`src/rtl/glyph_pkg.sv`:
```
package glyph_pkg;
  parameter int PTR_W = 8;
  parameter int DAT_W = 7;
  parameter logic [PTR_W-1:0] PTR_BASE = 8'h80;
  parameter logic [PTR_W-1:0] PTR_LAST = 8'hF7;
  parameter int DEPTH = int'(PTR_LAST) - int'(PTR_BASE) + 1;
  parameter int IDX_W = $clog2(DEPTH);
  typedef logic [PTR_W-1:0] ptr_t;
endpackage

```
`src/rtl/glyph_ptr.sv`:
```
module glyph_ptr
  import glyph_pkg::*;
#(
  parameter ptr_t BASE = PTR_BASE,
  parameter ptr_t LAST = PTR_LAST,
  parameter int   IW   = IDX_W
) (
  input  logic          clk_i,
  input  logic          rst_ni,
  input  logic          wr_i,
  input  logic          rd_i,
  input  logic [PTR_W-1:0] wdata_i,
  output logic          wacc_o,
  output logic          racc_o,
  output logic [IW-1:0] idx_o
);
  ptr_t ptr_q;
  logic lock_q;
  logic load, acc;
  ptr_t off;

  assign load   = wr_i & wdata_i[PTR_W-1];
  assign wacc_o = wr_i & ~wdata_i[PTR_W-1] & ~lock_q;
  assign racc_o = rd_i & ~wr_i & ~lock_q;  // write wins a collision
  assign acc    = wacc_o | racc_o;
  assign off    = ptr_q - BASE;
  assign idx_o  = off[IW-1:0];

  always_ff @(posedge clk_i or negedge rst_ni) begin
    if (!rst_ni) begin
      ptr_q  <= BASE;
      lock_q <= 1'b0;
    end else if (load) begin
      ptr_q  <= (wdata_i > LAST) ? BASE : wdata_i;
      lock_q <= 1'b0;
    end else if (acc) begin
      if (ptr_q == LAST) lock_q <= 1'b1;
      else               ptr_q  <= ptr_q + 1'b1;
    end
  end

  a_r9_ptr_in_window: assert property (@(posedge clk_i) disable iff (!rst_ni)
    (ptr_q >= BASE) && (ptr_q <= LAST));
  a_r5_bad_load_to_base: assert property (@(posedge clk_i) disable iff (!rst_ni)
    (wr_i && wdata_i > LAST) |=> (ptr_q == BASE) && !lock_q);
  a_r6_lock_sticks: assert property (@(posedge clk_i) disable iff (!rst_ni)
    (lock_q && !load) |=> lock_q && $stable(ptr_q));
  a_r6_lock_at_last: assert property (@(posedge clk_i) disable iff (!rst_ni)
    (acc && ptr_q == LAST && !load) |=> lock_q);
  a_r2_advance: assert property (@(posedge clk_i) disable iff (!rst_ni)
    (acc && ptr_q != LAST) |=> ptr_q == $past(ptr_q) + 1'b1);
  a_r8_no_read_on_write: assert property (@(posedge clk_i) disable iff (!rst_ni)
    wr_i |-> !racc_o);
endmodule

```
`src/rtl/glyph_ram.sv`:
```
module glyph_ram #(
  parameter int DEPTH = 120,
  parameter int W     = 7,
  parameter int AW    = $clog2(DEPTH)
) (
  input  logic          clk_i,
  input  logic          we_i,
  input  logic          re_i,
  input  logic [AW-1:0] addr_i,
  input  logic [W-1:0]  wdata_i,
  output logic [W-1:0]  rdata_o
);
  logic [W-1:0] mem [DEPTH];

  always_ff @(posedge clk_i) begin
    if (we_i) mem[addr_i] <= wdata_i;
    if (re_i) rdata_o <= mem[addr_i];
  end
endmodule

```
`src/rtl/glyph_store_port.sv`:
```
module glyph_store_port
  import glyph_pkg::*;
(
  input  logic             clk_i,
  input  logic             rst_ni,
  input  logic             wr_i,
  input  logic             rd_i,
  input  logic [PTR_W-1:0] wdata_i,
  output logic             rvalid_o,
  output logic [PTR_W-1:0] rdata_o
);
  logic wacc, racc;
  logic [IDX_W-1:0] idx;
  logic [DAT_W-1:0] ram_q;
  logic rvalid_q;

  glyph_ptr u_ptr (
    .clk_i, .rst_ni, .wr_i, .rd_i, .wdata_i,
    .wacc_o(wacc), .racc_o(racc), .idx_o(idx)
  );

  glyph_ram #(.DEPTH(DEPTH), .W(DAT_W), .AW(IDX_W)) u_ram (
    .clk_i, .we_i(wacc), .re_i(racc), .addr_i(idx),
    .wdata_i(wdata_i[DAT_W-1:0]), .rdata_o(ram_q)
  );

  always_ff @(posedge clk_i or negedge rst_ni) begin
    if (!rst_ni) rvalid_q <= 1'b0;
    else         rvalid_q <= racc;
  end

  assign rvalid_o = rvalid_q;
  assign rdata_o  = {{(PTR_W-DAT_W){1'b0}}, ram_q};

  a_r3_valid_follows_read: assert property (@(posedge clk_i) disable iff (!rst_ni)
    rvalid_o |-> $past(rd_i && !wr_i));
  a_r8_collision_no_valid: assert property (@(posedge clk_i) disable iff (!rst_ni)
    (rd_i && wr_i) |=> !rvalid_o);
endmodule

```
`config.mk`:
```
export PLATFORM = sky130hd
export DESIGN_NAME = glyph_store_port
export DESIGN_NICKNAME = d
export VERILOG_FILES = /design/src/rtl/glyph_pkg.sv /design/src/rtl/glyph_ptr.sv /design/src/rtl/glyph_ram.sv /design/src/rtl/glyph_store_port.sv
export SDC_FILE = /design/constraint.sdc
export NUM_CORES = 1
export LEC_CHECK = 0
export BUFFER_PORTS_ARGS = -buffer_cell sky130_fd_sc_hd__buf_4
export CAP_MARGIN = 20
export CELL_PAD_IN_SITES_DETAIL_PLACEMENT = 1
export CELL_PAD_IN_SITES_GLOBAL_PLACEMENT = 2
export CORE_MARGIN = 5
export CORE_UTILIZATION = 30
export CTS_BUF_LIST = sky130_fd_sc_hd__clkbuf_4 sky130_fd_sc_hd__clkbuf_8
export DETAILED_ROUTE_END_ITERATION = 16
export PLACE_DENSITY_LB_ADDON = 0.2
export SLEW_MARGIN = 20
export SYNTH_ARGS = -nofsm -noshare
export SYNTH_HDL_FRONTEND = slang
export SYNTH_SLANG_ARGS = --single-unit
```
`constraint.sdc`:
```
create_clock -name clk_i -period 6.2 [get_ports clk_i]
set_input_delay 0.62 -clock clk_i [delete_from_list [all_inputs] [get_ports clk_i]]
set_output_delay 0.62 -clock clk_i [all_outputs]
set_load 0.05 [all_outputs]
```
### Word-level counts from Yosys, hierarchy flattened

Memory sizes are Yosys's and may differ from the RTL's. A register that Yosys moved wholly into a read port is not among the register bits.
Cells that the tools add are included.

| storage, ports and cells | value |
|---|---|
| input bits | 12 |
| memories | 1 |
| word-level logic and storage cells | 31 |
| memory bits (writable) | 840 |
| output and inout port bits | 9 |
| register bits | 10 |

Memory list:

| memory | depth | width | read ports | clocked after Yosys merged registers in | wr ports | RTL line | source |
|---|---|---|---|---|---|---|---|
| u_ram.mem | 120 | 7 | 1 | 1 | 1 | glyph_ram.sv:13 | `logic [W-1:0] mem [DEPTH];` |

| operators by class | value |
|---|---|
| reductions and logical operators | 4 |
| mux-type cells | 9 |
| $lt $le $gt $ge | 1 |
| equal/unequal tests | 2 |
| add/sub/neg operators | 2 |
| bitwise operators | 9 |

Operators by type and width:

| operator | count |
|---|---|
| 2-to-1 mux 8 bit | 4 |
| adder 8 x 1 -> 8 bit (second input constant) | 1 |
| equality test 8 bit (second input constant) | 1 |
| > comparator 8 bit (second input constant) | 1 |
| subtractor 7 x 1 -> 7 bit (second input constant) | 1 |
| AND 1 bit | 5 |
| 2-to-1 mux 1 bit | 5 |
| AND reduction 2 bit | 2 |
| nonzero test 2 bit | 2 |
| NOT 1 bit | 3 |
| inequality test 2 x 1 -> 1 bit (second input constant) | 1 |
| bitwise OR 1 bit | 1 |

### Logic depth before layout (Yosys ltp)

| logic depth | value |
|---|---|
| depth after elaboration | 6 |
| mapped depth | 12 |
| depth with buffers taken out | 7 |

### Cells and area by module

Synthesis repeated with hierarchy kept, for this count alone.

| unflattened totals | value |
|---|---|
| cell total of the unflattened synthesis | 2067 |
| area, all modules | 33817.4 um^2 |

Modules (own cells, without submodules):

| module | instances | area each (um^2) | seq. area each (um^2) | cells an instance |
|---|---|---|---|---|
| glyph_ram | 1 | 33149.3 | 25434.4 | 1992 |
| glyph_ptr | 1 | 631.9 | 226.5 | 72 |
| glyph_store_port | 1 | 36.3 | 25.0 | 3 |

### Least setup slack after synthesis

OpenSTA, ideal clock, no wires.

| path | value |
|---|---|
| path type | register -> register |
| start point | register u_ptr.ptr_q[2] |
| end point | memory u_ram.mem[33][0], enable pin |
| path buffers | 6 |
| cell stages (with the launch flop) | 10 |
| data arrival time | 2.295 ns |
| library setup time | 0.360 ns |
| data required time | 5.840 ns |
| clock period less this slack | 2.655 ns |
| setup slack | 3.545 ns |
| cells stage by stage | dfrtp_1 > buf_4 > buf_6 > inv_2 > buf_2 > buf_1 > clkbuf_1 > nand3_1 > clkbuf_1 > nor2_1 |

| on the way | value |
|---|---|
| cells in the longest elaborated chain, start to end | 1 |

RTL lines:

| item | RTL line | source |
|---|---|---|
| from (decl) | glyph_ptr.sv:17 | `ptr_t ptr_q;` |
| from (signal assigned) | glyph_ptr.sv:34 | `ptr_q <= (wdata_i > LAST) ? BASE : wdata_i;` |
| from (signal assigned) | glyph_ptr.sv:38 | `else ptr_q <= ptr_q + 1'b1;` |
| subtractor 7 x 1 -> 7 bit | glyph_ptr.sv:26 | `assign off = ptr_q - BASE;` |
| to (decl) | glyph_ram.sv:13 |  |

No other way between the ends.

### Worst setup path after layout

| path | value |
|---|---|
| start point | register u_ptr.ptr_q[2] |
| end point | register u_ram.rdata_o[4] (read register of u_ram.mem), data pin |

| on the way | value |
|---|---|
| cells in the longest elaborated chain, start to end | 1 |

RTL lines:

| item | RTL line | source |
|---|---|---|
| subtractor 7 x 1 -> 7 bit | glyph_ptr.sv:26 |  |
| to (decl) | glyph_ram.sv:11 | `output logic [W-1:0] rdata_o` |

No other way between the ends.
A chain may end at the register's enable or synchronous reset.

==> summary.txt <==
Distinct cells, synth: 78
async set-reset flop share out of synthesis: 1.17%
minimum clock period: 4290 ps
drt pass-1 iters: 6
routed wl met2: 59.0 mm
setup bufs post-CTS: 0
largest net degree at the start of global routing: 77
Worst Path Arrival: 4950 ps
Slew Limit Fails: 0
I/O Pins: 21
M1 wire length: 56.7 mm
GRT Total Usage: 20.5%
Min Hold Slack: 138 ps
gp weighted congestion: 0.822
Die X-Extent: 347 um
grt ovf: 0
clk sinks: 857
total CTS buffers: 152
H-tree lvl count: 4
Root Buffer: clkbuf_8
Initial Util: 30.3%
post_cts resized: 0
pwr dens: 381 nW/um^2
per-cell routed wire length: 33.6 um
Slew headroom: 18.4%
EDFF count, synth: 847
WL met3: 7.63 mm
Post-synth top flop: edfxtp_1
first-pass GRT wire length: 177 mm
core region area: 113000 um^2
via count: 21000
Clock Path Buffers: 3
most frequent cells in the layout: 847 x edfxtp_1, 159 x nor2_1, 158 x clkbuf_8, 132 x a221oi_1, 85 x buf_4
Tcrit/Tclk final: 69.2%
Max Used Layer: met5
post-synthesis sequential area ratio: 75.3%
average size of a mapped cell: 16.5 um^2
CTS Hold Buffers Added: 1
area occupied by multi-input gates: 7640 um^2
CP startpoint kind: flip-flop
layout overhead on the synthesized area: 14.2%
Nets: 2162
most common cell after layout, fill and taps aside: edfxtp_1
Row Count: 123
VDD IR-drop max: 0.000200 V
Synth Instances: 2064
Max Cap Viol: 0
Worst Setup End Kind: flip-flop
initial antenna violation count: 4
CP Class: flip-flop to flip-flop
Worst-Skew Late Latency: 820 ps
aggregate routed wire length: 127 mm
DR vias/cell: 5.56
critical-path maximum fanout: 56
clock slew at reported path FFs: 60 ps
# setup viols final: 0
share of cells above drive strength 1: 21.3%
fmax: 233 MHz
vias in the first global route: 21900
status: completed
Final ANT Viol Nets: 0
Post-route DRC: 0
Yosys Warn Count: 0
Post-Syn Nets: 2077
final hold viol count: 0
CTS tree: done
Hold Crit Class: primary input to flip-flop
Static Leakage: 12.1 nW
Die Y: 347 um
Worst Skew: 41.5 ps
#FFs+latches synth: 857
Fin Setup TNS: 0 ps
Post-Syn Area: 34100 um^2
number of port buffers: 19
Req. time, crit path: 6860 ps
measured slew at the worst slew-check pin: 1220 ps
dpl hpwl: 77.2 mm
Die ar.: 121000 um^2
Register Area: 25700 um^2
First DRT Iteration DRCs: 2090
RSZ-0062 raised after global routing: no
# fillers: 11400
[worst paths after layout]
kind | startpoint | end | slack, ps | depth (start not counted)
worst max-delay path | u_ptr.ptr_q[2] | u_ram.rdata_o[4] | 1910 | 8
worst min register to register | u_ptr.lock_q | u_ptr.lock_q | 560 | 1
max in group asynchronous | rst_ni | u_ptr.ptr_q[7] | 5780 | 2
worst min-delay path | rd_i | u_ptr.lock_q | 140 | 3
min in group asynchronous | rst_ni | rvalid_o | 190 | 2
worst max register to register | u_ptr.ptr_q[2] | u_ram.rdata_o[4] | 1910 | 8
[report_power, final]
part / internal, mW / switching, mW / total, mW / leakage, nW
clock network: 2.79 / 2.42 / 5.21 / 1.56
registers: 6.43 / 0.138 / 6.57 / 7.74
logic: 0.913 / 2.16 / 3.07 / 2.77
total: 10.1 / 4.71 / 14.8 / 12.1
[flip-flops by register name, summed over array words and instances (netlist names)]
register,count
u_ram.rdata_o,7
u_ptr.lock_q,1
rvalid_o,1
u_ptr.ptr_q,8
u_ram.mem,840
[metrics by stage]
step,util (%),cell area (um^2),power (mW),std cells,setup slack (ps)
2_1_floorplan,-,34100,8.29,2064,3550
3_3_place_gp,31.9,36000,9.74,3494,2000
5_1_grt,34.6,39000,15.4,3768,1850
4_1_cts,34.6,39000,15.0,3767,2010
6_report,34.6,39000,14.8,3768,1910
3_5_place_dp,31.9,36000,9.75,3494,2010
[cell usage after synthesis, types with 9 or more instances]
cell type / count / area (um^2)
buf_6: 15 / 169
nor2_1: 162 / 608
clkbuf_1: 55 / 206
edfxtp_1: 847 / 25400
a22o_1: 15 / 131
a221oi_1: 132 / 1160
a31oi_1: 11 / 68.8
buf_4: 21 / 158
a21bo_2: 21 / 210
mux4_2: 32 / 721
dfrtp_1: 9 / 225
o2bb2ai_1: 11 / 96.3
nor2b_1: 13 / 81.3
a22oi_1: 69 / 518
nand3_1: 18 / 90.1
mux2i_1: 35 / 350
a222oi_1: 24 / 240
nor3_1: 22 / 110
nand2b_1: 16 / 100
buf_2: 54 / 270
buf_1: 16 / 60.1
mux2_2: 57 / 642
and3_1: 10 / 62.6
o21ai_0: 58 / 290
inv_1: 9 / 33.8
o22ai_1: 31 / 194
a21oi_1: 74 / 370
nand2_1: 85 / 319
a221o_1: 10 / 100
nand3b_1: 13 / 97.6
[kinds of logic after synthesis]
kind of cell | Yosys count | share of synthesized area [%]
and+or+nand+nor | 376 | 5.13
other | 1 | 0.0110
adders and majority gates | 1 | 0.0367
DFF | 857 | 75.3
muxes | 125 | 5.06
buffers and inverters | 172 | 2.66
AOI/OAI and AO/OA | 531 | 11.8
xor gates and xnor gates | 1 | 0.0257
[layout make-up]
class	instances	share of cell area, %
Clock inverter	59	0.931
Sequential cell	857	65.9
Multi-Input combinational cell	1035	19.6
Timing Repair Buffer	92	1.97
Antenna cell	1	0.00642
Tap cell	1500	4.81
Inverter	11	0.116
Clock buffer	213	6.64
[worst max-delay path: stages, from the launching register on]
cell,delay (ps)
dfrtp_4,870
buf_12,370
nor2b_4,660
buf_4,460
a221oi_1,200
o22ai_1,620
a22o_1,290
a2111o_1,260
nand4bb_1,210
[routing by layer]
layer	vias to the layer above	track usage [%]
met2	851	32.7
met3	183	3.60
met4	2	6.04
li1	8639	-
met5	-	0
met1	11300	28.9
Power figures use the tool's default switching activity.
